===== config.mk =====
export PLATFORM = sky130hd
export DESIGN_NAME = dmaChanArbiter
export DESIGN_NICKNAME = d
export VERILOG_FILES = /design/src/rtl/arbPkg.sv /design/src/rtl/arbPicker.sv /design/src/rtl/arbDatapath.sv /design/src/rtl/arbControl.sv /design/src/rtl/dmaChanArbiter.sv
export SDC_FILE = /design/constraint.sdc
export NUM_CORES = 1
export LEC_CHECK = 0
export CAP_MARGIN = 20
export CELL_PAD_IN_SITES_DETAIL_PLACEMENT = 1
export CELL_PAD_IN_SITES_GLOBAL_PLACEMENT = 2
export CORE_MARGIN = 2
export CORE_UTILIZATION = 31
export DETAILED_ROUTE_END_ITERATION = 8
export PLACE_DENSITY = 0.84
export SYNTH_ARGS = -nofsm -noshare
export SYNTH_HDL_FRONTEND = slang
export SYNTH_HIERARCHICAL = 1
export SYNTH_SLANG_ARGS = --single-unit
export TNS_END_PERCENT = 1

===== constraint.sdc =====
create_clock -name clk -period 6.6 [get_ports clk]
set_clock_uncertainty 0.15 [all_clocks]
set_input_delay 1.98 -clock clk [delete_from_list [all_inputs] [get_ports clk]]
set_output_delay 1.98 -clock clk [all_outputs]
set_load 0.05 [all_outputs]

===== src/rtl/arbPkg.sv =====
package arbPkg;

  typedef enum logic {
    ARB_IDLE = 1'b0,
    ARB_BUSY = 1'b1
  } arbState_t;

  // strobes from control to datapath, at most one high per cycle
  typedef struct packed {
    logic grantLoad;
    logic countDec;
    logic grantRelease;
  } arbStrobe_t;

endpackage


===== src/rtl/arbPicker.sv =====
module arbPicker #(
  parameter int NUM_CH = 5,
  parameter int IDX_W  = 3
) (
  input  logic [NUM_CH-1:0] eligible,
  input  logic [NUM_CH-1:0] fixedMask,
  input  logic [IDX_W-1:0]  rrLast,
  output logic [NUM_CH-1:0] winnerOh,
  output logic [IDX_W-1:0]  winnerIdx,
  output logic              winnerFixed,
  output logic              anyEligible
);

  logic [NUM_CH-1:0] fixedReq;
  logic [NUM_CH-1:0] rrReq;
  logic              found;

  assign fixedReq    = eligible & fixedMask;
  assign rrReq       = eligible & ~fixedMask;
  assign anyEligible = |eligible;

  always_comb begin
    found       = 1'b0;
    winnerIdx   = '0;
    winnerFixed = 1'b0;
    // fixed class: lowest index first
    for (int i = 0; i < NUM_CH; i++) begin
      if (!found && fixedReq[i]) begin
        found       = 1'b1;
        winnerIdx   = IDX_W'(i);
        winnerFixed = 1'b1;
      end
    end
    // rotating class: search begins just after the last rotating winner
    for (int k = 1; k <= NUM_CH; k++) begin
      int cand;
      cand = int'(rrLast) + k;
      if (cand >= NUM_CH) cand = cand - NUM_CH;
      if (!found && rrReq[cand[IDX_W-1:0]]) begin
        found     = 1'b1;
        winnerIdx = cand[IDX_W-1:0];
      end
    end
    winnerOh = found ? (NUM_CH'(1) << winnerIdx) : '0;
  end

endmodule


===== src/rtl/arbDatapath.sv =====
module arbDatapath
  import arbPkg::*;
#(
  parameter int NUM_CH  = 5,
  parameter int BURST_W = 3,
  parameter int IDX_W   = 3,
  parameter int CNT_W   = 8
) (
  input  logic                      clk,
  input  logic                      rstN,
  input  logic                      enWe,
  input  logic [NUM_CH-1:0]         enData,
  input  logic [NUM_CH-1:0]         pauseReq,
  input  logic [NUM_CH-1:0]         abortReq,
  input  logic                      priSetWe,
  input  logic [NUM_CH-1:0]         priSetData,
  input  logic                      priClrWe,
  input  logic [NUM_CH-1:0]         priClrData,
  input  logic [NUM_CH-1:0]         swReq,
  input  logic [NUM_CH-1:0]         periphReq,
  input  logic [NUM_CH-1:0]         singleXfer,
  input  logic [NUM_CH*BURST_W-1:0] burstCode,
  input  logic                      xferStep,
  input  logic                      xferLast,
  input  arbStrobe_t                strobe,
  output logic [NUM_CH-1:0]         chanEn,
  output logic [NUM_CH-1:0]         priFixed,
  output logic [NUM_CH-1:0]         reqStatus,
  output logic [NUM_CH-1:0]         grantQ,
  output logic [CNT_W-1:0]          grantLen,
  output logic                      anyEligible,
  output logic                      budgetOne,
  output logic                      grantedDisabled
);

  logic [NUM_CH-1:0]  eligible;
  logic [NUM_CH-1:0]  winnerOh;
  logic [IDX_W-1:0]   winnerIdx;
  logic               winnerFixed;
  logic [IDX_W-1:0]   rrLast;
  logic [CNT_W-1:0]   budget;
  logic [CNT_W-1:0]   winLen;
  logic [BURST_W-1:0] codeArr [NUM_CH];
  logic [BURST_W-1:0] winCode;
  logic [NUM_CH-1:0]  killMask;
  logic [NUM_CH-1:0]  reqSet;
  logic [NUM_CH-1:0]  reqClr;
  logic [NUM_CH-1:0]  priNext;

  genvar g;
  generate
    for (g = 0; g < NUM_CH; g++) begin : gUnpack
      assign codeArr[g] = burstCode[g*BURST_W +: BURST_W];
    end
  endgenerate

  assign eligible = reqStatus & chanEn;

  arbPicker #(.NUM_CH(NUM_CH), .IDX_W(IDX_W)) uPicker (
    .eligible    (eligible),
    .fixedMask   (priFixed),
    .rrLast      (rrLast),
    .winnerOh    (winnerOh),
    .winnerIdx   (winnerIdx),
    .winnerFixed (winnerFixed),
    .anyEligible (anyEligible)
  );

  // budget = max >> code; (2^W-1)-code equals the bitwise inverse of code
  assign winCode = codeArr[winnerIdx];
  assign winLen  = singleXfer[winnerIdx] ? CNT_W'(1)
                                         : (CNT_W'(1) << (~winCode));

  assign killMask        = pauseReq | abortReq;
  assign budgetOne       = (budget == CNT_W'(1));
  assign grantedDisabled = |(grantQ & ~chanEn);

  // enable register: pause/abort beat a same-cycle write
  always_ff @(posedge clk or negedge rstN) begin
    if (!rstN) chanEn <= '0;
    else if (enWe) chanEn <= enData & ~killMask;
    else chanEn <= chanEn & ~killMask;
  end

  // priority class: set wins over clear
  always_comb begin
    priNext = priFixed;
    if (priClrWe) priNext = priNext & ~priClrData;
    if (priSetWe) priNext = priNext | priSetData;
  end

  always_ff @(posedge clk or negedge rstN) begin
    if (!rstN) priFixed <= '0;
    else priFixed <= priNext;
  end

  // request-status flags
  assign reqSet = chanEn & (swReq | periphReq);
  assign reqClr = (~chanEn & ~grantQ)
                | (grantQ & {NUM_CH{xferStep}} & ({NUM_CH{xferLast}} | ~chanEn));

  always_ff @(posedge clk or negedge rstN) begin
    if (!rstN) reqStatus <= '0;
    else reqStatus <= (reqStatus | reqSet) & ~reqClr;
  end

  // grant, budget and rotation pointer
  always_ff @(posedge clk or negedge rstN) begin
    if (!rstN) begin
      grantQ   <= '0;
      budget   <= '0;
      grantLen <= '0;
      rrLast   <= IDX_W'(NUM_CH - 1);
    end else if (strobe.grantRelease) begin
      grantQ   <= '0;
      budget   <= '0;
      grantLen <= '0;
    end else if (strobe.grantLoad) begin
      grantQ   <= winnerOh;
      budget   <= winLen;
      grantLen <= winLen;
      if (!winnerFixed) rrLast <= winnerIdx;
    end else if (strobe.countDec) begin
      budget <= budget - CNT_W'(1);
    end
  end

  // ---------------- assertions ----------------
  assert_grant_onehot_R10: assert property (@(posedge clk) disable iff (!rstN)
    $onehot0(grantQ));

  assert_grant_steady_R10: assert property (@(posedge clk) disable iff (!rstN)
    (grantQ != '0 && !xferStep) |=> $stable(grantQ));

  assert_budget_range_R6: assert property (@(posedge clk) disable iff (!rstN)
    (grantQ != '0) |-> (budget != '0 && budget <= grantLen));

  assert_single_release_R7: assert property (@(posedge clk) disable iff (!rstN)
    (grantQ != '0 && grantLen == CNT_W'(1) && xferStep) |=> (grantQ == '0));

  assert_fixed_first_R4: assert property (@(posedge clk) disable iff (!rstN)
    (strobe.grantLoad && (eligible & priFixed) != '0)
      |=> ((grantQ & $past(priFixed)) != '0));

  assert_killed_flag_R11: assert property (@(posedge clk) disable iff (!rstN)
    1'b1 |=> ((reqStatus & ~$past(chanEn) & ~$past(grantQ)) == '0));

endmodule


===== src/rtl/arbControl.sv =====
module arbControl
  import arbPkg::*;
(
  input  logic       clk,
  input  logic       rstN,
  input  logic       anyEligible,
  input  logic       xferStep,
  input  logic       xferLast,
  input  logic       budgetOne,
  input  logic       grantedDisabled,
  output arbStrobe_t strobe
);

  arbState_t state;
  arbState_t stateNext;

  always_comb begin
    strobe    = '0;
    stateNext = state;
    case (state)
      ARB_IDLE: begin
        if (anyEligible) begin
          strobe.grantLoad = 1'b1;
          stateNext        = ARB_BUSY;
        end
      end
      ARB_BUSY: begin
        if (xferStep) begin
          if (xferLast || budgetOne || grantedDisabled) begin
            strobe.grantRelease = 1'b1;
            stateNext           = ARB_IDLE;
          end else begin
            strobe.countDec = 1'b1;
          end
        end
      end
      default: stateNext = ARB_IDLE;
    endcase
  end

  always_ff @(posedge clk or negedge rstN) begin
    if (!rstN) state <= ARB_IDLE;
    else state <= stateNext;
  end

  assert_budget_boundary_R10: assert property (@(posedge clk) disable iff (!rstN)
    (state == ARB_BUSY && xferStep && budgetOne) |=> (state == ARB_IDLE));

  assert_task_end_R9: assert property (@(posedge clk) disable iff (!rstN)
    (state == ARB_BUSY && xferStep && xferLast) |=> (state == ARB_IDLE));

endmodule


===== src/rtl/dmaChanArbiter.sv =====
module dmaChanArbiter
  import arbPkg::*;
#(
  parameter int NUM_CH  = 5,
  parameter int BURST_W = 3,
  localparam int IDX_W  = (NUM_CH > 1) ? $clog2(NUM_CH) : 1,
  localparam int CNT_W  = (1 << BURST_W)
) (
  input  logic                      clk,
  input  logic                      rstN,
  input  logic                      enWe,
  input  logic [NUM_CH-1:0]         enData,
  input  logic [NUM_CH-1:0]         pauseReq,
  input  logic [NUM_CH-1:0]         abortReq,
  input  logic                      priSetWe,
  input  logic [NUM_CH-1:0]         priSetData,
  input  logic                      priClrWe,
  input  logic [NUM_CH-1:0]         priClrData,
  input  logic [NUM_CH-1:0]         swReq,
  input  logic [NUM_CH-1:0]         periphReq,
  input  logic [NUM_CH-1:0]         singleXfer,
  input  logic [NUM_CH*BURST_W-1:0] burstCode,
  input  logic                      xferStep,
  input  logic                      xferLast,
  output logic [NUM_CH-1:0]         chanEn,
  output logic [NUM_CH-1:0]         priState,
  output logic [NUM_CH-1:0]         reqStatus,
  output logic [NUM_CH-1:0]         grant,
  output logic [CNT_W-1:0]          grantLen
);

  arbStrobe_t strobe;
  logic       anyEligible;
  logic       budgetOne;
  logic       grantedDisabled;

  arbDatapath #(
    .NUM_CH(NUM_CH), .BURST_W(BURST_W), .IDX_W(IDX_W), .CNT_W(CNT_W)
  ) uDatapath (
    .clk             (clk),
    .rstN            (rstN),
    .enWe            (enWe),
    .enData          (enData),
    .pauseReq        (pauseReq),
    .abortReq        (abortReq),
    .priSetWe        (priSetWe),
    .priSetData      (priSetData),
    .priClrWe        (priClrWe),
    .priClrData      (priClrData),
    .swReq           (swReq),
    .periphReq       (periphReq),
    .singleXfer      (singleXfer),
    .burstCode       (burstCode),
    .xferStep        (xferStep),
    .xferLast        (xferLast),
    .strobe          (strobe),
    .chanEn          (chanEn),
    .priFixed        (priState),
    .reqStatus       (reqStatus),
    .grantQ          (grant),
    .grantLen        (grantLen),
    .anyEligible     (anyEligible),
    .budgetOne       (budgetOne),
    .grantedDisabled (grantedDisabled)
  );

  arbControl uControl (
    .clk             (clk),
    .rstN            (rstN),
    .anyEligible     (anyEligible),
    .xferStep        (xferStep),
    .xferLast        (xferLast),
    .budgetOne       (budgetOne),
    .grantedDisabled (grantedDisabled),
    .strobe          (strobe)
  );

endmodule


# Yosys cells after proc, flatten, opt, wreduce, memory -nomap -nowiden
# Index checks and enable logic that the tools add are counted.
[op_classes]
order_cmp = 12
shift = 2
n_reduce_logical = 25
addsub = 11
n_eq_ne = 1
mux = 59
n_bitwise = 29
[ops]
columns = ["op", "n"]
rows = [
  ["5-bit bitwise AND", 12],
  ["8-bit two-way mux", 6],
  ["3-bit two-way mux", 15],
  ["5-bit two-way mux", 6],
  ["5-bit inverter", 6],
  ["5-bit OR", 6],
  ["3-bit by 4-bit < comparator with 1-bit output (second input constant)", 6],
  ["1-bit two-way mux", 22],
  ["4-bit by 3-bit >= comparator with 1-bit output (second input constant)", 5],
  ["1-bit binary-select mux with 3-bit select", 6],
  ["3-bit subtractor (second input constant)", 5],
  ["5-bit OR reduction", 2],
  ["3-bit binary-select mux with 3-bit select", 1],
  ["1-bit logical AND", 9],
  ["1-bit zero test", 9],
  ["3-bit by 2-bit adder with 4-bit output (second input constant)", 2],
  ["3-bit by 3-bit adder with 4-bit output (second input constant)", 2],
  ["8-bit by 1-bit equality test with 1-bit output (second input constant)", 1],
  ["1-bit by 3-bit << shifter with 8-bit output (first input constant)", 1],
  ["8-bit by 1-bit subtractor with 8-bit output (second input constant)", 1],
  ["1-bit by 3-bit << shifter with 5-bit output (first input constant)", 1],
  ["3-bit by 1-bit adder with 4-bit output (second input constant)", 1],
  ["4-bit >= comparator (second input constant)", 1],
  ["2-bit two-way mux", 2],
  ["8 further kinds", 11],
]
[totals]
word_cells = 147
input_bits = 62
regBits = 40
out_inout_bits = 28

# Logic depth before layout (Yosys ltp)
[depth]
ltp_word = 39
ltp_mapped = 21
ltp_nobuf = 17

# By module
# Netlist, hierarchy kept.
[modules_own_cells]
columns = ["module", "area_per_inst_um2", "cells_per_inst", "n_inst", "seq_area_each_um2"]
rows = [
  ["arbDatapath", 2025.7, 199, 1, 977.2],
  ["arbPicker", 1315.0, 182, 1, 0.0],
  ["arbControl", 65.1, 7, 1, 25.0],
]

# Worst setup path before layout
# Ideal clock, no wire load.
[synth_path]
path_kind = "reg-to-reg"
from = "reg uDatapath.rrLast[0]"
to = "reg uDatapath.budget[0]"
setup_ns = 0.138
synth_period_minus_slack_ns = 4.484
path_buffers = 3
slack_ns = 2.116
stages_incl_launch_ff = 21
arrival_ns = 4.196
cell_sequence = "dfrtp_1 buf_4 inv_2 buf_4 ha_1 inv_1 fa_1 inv_1 a21oi_1 a21oi_2 mux4_2 o21a_1 buf_2 and3_1 o41a_1 inv_1 or2_1 o22ai_1 or2_0 a311oi_1 a211oi_1"
[synth_between]
elab_chain_len = 28
word_cells_on_any_way = 59
classes_between = "add/sub (10); order compare (5); shift (1); mux (32); bitwise (2); reduce/logical (9)"
[synth_lines]
columns = ["element", "line", "source"]
rows = [
  ["start, declared", "arbDatapath.sv:40", "logic [IDX_W-1:0] rrLast;"],
  ["start signal, assigned", "arbDatapath.sv:113", "rrLast <= IDX_W'(NUM_CH - 1);"],
  ["start signal, assigned", "arbDatapath.sv:122", "if (!winnerFixed) rrLast <= winnerIdx;"],
  ["3-bit by 1-bit adder with 4-bit output", "arbPicker.sv:37", "cand = int'(rrLast) + k;"],
  ["4-bit by 3-bit >= comparator with 1-bit output / 3-bit subtractor (equally long branches)", "arbPicker.sv:38", "if (cand >= NUM_CH) cand = cand - NUM_CH;"],
  ["3-bit two-way mux", "arbPicker.sv:38", ""],
  ["1-bit binary-select mux with 3-bit select", "arbPicker.sv:39", "if (!found && rrReq[cand[IDX_W-1:0]]) begin"],
  ["1-bit two-way mux (not written as such)", "arbPicker.sv:39", ""],
  ["1-bit logical AND", "arbPicker.sv:39", ""],
  ["1-bit two-way mux", "arbPicker.sv:39", ""],
  ["1-bit zero test", "arbPicker.sv:39", ""],
  ["[11 not listed]", "--", ""],
  ["named net uDatapath.winnerIdx[1]", "arbDatapath.sv:38", "logic [IDX_W-1:0] winnerIdx;"],
  ["3-bit inverter with 4-bit output (not written as such)", "arbDatapath.sv:70", "assign winCode = codeArr[winnerIdx];"],
  ["3-bit binary-select mux with 3-bit select", "arbDatapath.sv:70", ""],
  ["3-bit two-way mux (not written as such) (2 in a row)", "arbDatapath.sv:70", ""],
  ["3-bit inverter", "arbDatapath.sv:72", ": (CNT_W'(1) << (~winCode));"],
  ["1-bit by 3-bit << shifter with 8-bit output", "arbDatapath.sv:72", ""],
  ["8-bit two-way mux *", "arbDatapath.sv:71", "assign winLen = singleXfer[winnerIdx] ? CNT_W'(1)"],
  ["8-bit two-way mux *", "arbDatapath.sv:118", "end else if (strobe.grantLoad) begin"],
  ["8-bit two-way mux *", "arbDatapath.sv:114", "end else if (strobe.grantRelease) begin"],
  ["end signal, assigned", "arbDatapath.sv:120", "budget <= winLen;"],
  ["end signal, assigned", "arbDatapath.sv:124", "budget <= budget - CNT_W'(1);"],
  ["end, declared", "arbDatapath.sv:41", "logic [CNT_W-1:0] budget;"],
]
# The timed path passes the listed nets; every way through them passes the cells marked *. The select of a mux whose other input is x is not followed.
# A chain may end at the register's enable or synchronous reset.

# Worst setup path in the final report
[layout_path]
from = "reg uDatapath.rrLast[1]"
to = "reg uDatapath.budget[0]"
# The elaborated chain is that of the path after synthesis.

==> impl_metrics.toml <==
[detailed_routing]
wire_per_inst_um = 18.01
drcViolationCount = 0
first_pass_iters = 4
ant_nets = 0
wirelength_mm = 11.09
num_vias = 3275
via_per_inst = 5.317
drt_iter0_markers = 87

[timing]
fin_crit_sh = 0.8098
tns_ns = 0
finalSetupViolCount = 0
max_slew_margin = 0.3277
whs_ns = 0.3517
hold_viol_final = 0
fmax_mhz = 187.1
tightest_slew_ns = 1.005
drv_slew = 0
rsz0062_at_grt = "no"
period_minus_slack_ns = 5.345

[critical_path]
cpMaxStageDelayCell = "dfrtp_1"
cp-end-kind = "flip-flop"
worstSetupPathType = "flip-flop to flip-flop"
crit_fanout = 13
crit_family = "compound AO/OA/AOI/OAI gates"
startpoint_type = "flip-flop"
required_ns = 6.64
cp_slowest_stage_delay_ns = 0.67
path_cells = "inv_1 > ha_1 > nor2b_1 > a31o_2 > nor2_1 > a211o_1 > a21oi_1 > a31oi_1 > a211oi_1 > nor2_1 > buf_4 > nor3b_1 > and2_1 > or2_0 > a311oi_1 > a211oi_1"
critPathBufInv = 2
worstPathArrival_ns = 5.39

[clocking]
ctsResizeCount = 0
post_cts.repair.setup_buffers = 0
path_clk_slew_ns = 0.09
cts_root_buf = "clkbuf_8"
clockBufferDepth = 2
htreeDepth = 2
cts_tree = "done"
clk_latency_ns = 0.30
clock-sinks = 40
postCtsHoldBufs = 0
numCtsBuffers = 5

[power_and_ir_drop]
p_leak_nw = 1.840
powerDensity_nw_per_um2 = 224.9
vdd_drop_max_v = 0.0001756

[die]
core_sq_um = 10790
row_count = 38
fp.dieW_um = 108.8
initial_utilization = 0.3156
io_pins = 90
die_h_um = 108.8
die_area_sq_um = 11840

[synth]
synth_nets = 463
synth_edf_count = 0
synthCells = 388
synthFlopType = "dfrtp_1"
seq_area_frac_synth = 0.2943
synthArstFlopShare = 1.000
ys_seq_elements = 40
ys_types = 78
syn_area_sq_um = 3406
synth_area_per_cell_sq_um = 8.778
yosysWarnings = 6

[layout]
layout.nets = 550
fillers = 1252
diodes = 0
syn_to_final_growth_pct = 32.99
drive_above_1_share = 0.09874

[global_route]
antenna_found_initial = 0
grt_max_degree = 41
grt_pass1_vias = 3405
grt_pass1_wl_mm = 17.95
track_usage = 0.1923
globalRouteOverflowTotal = 0

[outcome]
status = "complete, no violations"

[placed_design]
hpwl_mm = 8.757
gp_congestion = 0.8761
io_buffers = 89

[min_path]
min_path_type = "flip-flop to flip-flop"

[run]
cap_violations = 0
==> final timing paths <==
path | end | from | cells past startpoint | slack (ns)
max | uDatapath/budget[0] | uDatapath/rrLast[1] | 16 | 1.26
min | uDatapath/grantLen[3] | uDatapath/grantLen[3] | 2 | 0.35
max reg2reg | uDatapath/budget[0] | uDatapath/rrLast[1] | 16 | 1.26
min reg2reg | uDatapath/grantLen[3] | uDatapath/grantLen[3] | 2 | 0.35
max in group asynchronous | uDatapath/chanEn[2] | rstN | 1 | 4.06
min in group asynchronous | uDatapath/budget[3] | rstN | 1 | 1.65
==> where the power goes <==
part / switching [mW] / internal, mW / total [mW]
combinational: 0.269 / 0.194 / 0.463
sequential: 0.0571 / 0.289 / 0.346
clock: 0.0973 / 0.112 / 0.209
total: 0.423 / 0.596 / 1.02
==> state kept, by name, indices dropped and copies added (netlist names) <==
register             cells
uDatapath/reqStatus      5
uDatapath/grantQ         5
uDatapath/rrLast         3
uDatapath/grantLen       8
uDatapath/budget         8
uDatapath/chanEn         5
uDatapath/priFixed       5
uControl/state           1
==> metrics by stage <==
stage               instance area [sq um]  cells  setup slack [ns]    util  total power [mW]
floorplan                            3406    388             2.116       -            0.6499
global placement                     4418    608             1.567  0.4093            0.8019
detailed placement                   4418    608             1.388  0.4093            0.8114
CTS                                  4529    616             1.325  0.4197             1.025
global route                         4529    616            0.7986  0.4197             1.078
finish                               4529    616             1.255  0.4197             1.019
==> metal layers <==
layer,vias up,global-route usage,part of all wire
met5,-,0,0
met4,0,0.04212,0.012
met3,12,0.02271,0.018
met2,40,0.3317,0.50
met1,1622,0.2585,0.47
li1,1601,-,-
==> layout make-up <==
class | count | area, sq um | area share
well taps | 140 | 175.2 | 0.03867
clock buffers | 5 | 68.82 | 0.01519
inverters | 20 | 75.07 | 0.01657
repair buffers | 92 | 908.4 | 0.2006
clock inverters | 3 | 42.54 | 0.009392
multi-input cells | 316 | 2257 | 0.4983
flip-flops and latches | 40 | 1002 | 0.2213
==> logic make-up after synthesis <==
group                    count (synthesis)  share of synthesized area
AO/OA/AOI/OAI                           98                     0.2182
buffers and inverters                   32                    0.04298
adder cells (fa/ha/maj)                 13                    0.04996
multiplexers                            33                     0.1095
AND/OR/NAND/NOR                        162                     0.2594
flip-flops                              40                     0.2943
XOR/XNOR                                10                    0.02572
==> worst reg2reg max path: stages (launching register included) <==
cell and delay, ns:
dfrtp_1 0.67, inv_1 0.24, ha_1 0.59, nor2b_1 0.26, a31o_2 0.19, nor2_1 0.07
a211o_1 0.34, a21oi_1 0.60, a31oi_1 0.21, a211oi_1 0.48, nor2_1 0.09, buf_4 0.21
nor3b_1 0.36, and2_1 0.27, or2_0 0.14, a311oi_1 0.07, a211oi_1 0.29
==> Yosys cell counts, drive strengths merged (3+ instances only) <==
library cell | number | area share
nor4 | 4 | 0.0092
inv | 19 | 0.021
nand3 | 8 | 0.013
o21a | 4 | 0.0088
and2 | 8 | 0.015
nor2 | 28 | 0.031
xor2 | 3 | 0.0077
a22o | 5 | 0.013
a31o | 5 | 0.013
mux2i | 26 | 0.076
a31oi | 6 | 0.011
nor3b | 5 | 0.014
and3 | 3 | 0.0055
o41ai | 3 | 0.0077
mux4 | 3 | 0.020
nor2b | 8 | 0.015
a211oi | 13 | 0.030
o22ai | 3 | 0.0073
buf | 8 | 0.017
dfrtp | 39 | 0.29
mux2 | 4 | 0.013
ha | 12 | 0.044
nand4 | 3 | 0.0055
nand2 | 47 | 0.052
nand2b | 15 | 0.029
a211o | 3 | 0.0077
a21oi | 22 | 0.033
or2 | 3 | 0.0055
clkbuf | 4 | 0.0044
xnor2 | 7 | 0.018
o21ai | 10 | 0.015
nor3 | 20 | 0.035
==> placed cells by master (no fill, tap or decap), types with 4 or more instances in the layout <==
cell and n:
nand2_1 47, nand2b_1 13, clkbuf_8 5, and2_1 7, dfrtp_1 39, nor2b_1 8, a22o_1 5, a21oi_1 21
nor3_2 4, o21ai_0 9, a211oi_1 12, a31oi_1 6, nand3_1 7, a31o_2 5, inv_1 18, nor2_1 28
ha_1 12, mux2i_1 26, mux2_2 4, nor3_1 16, xnor2_1 7, o21a_1 4, clkdlybuf4s50_1 88
Power figures use the tool's default switching activity.
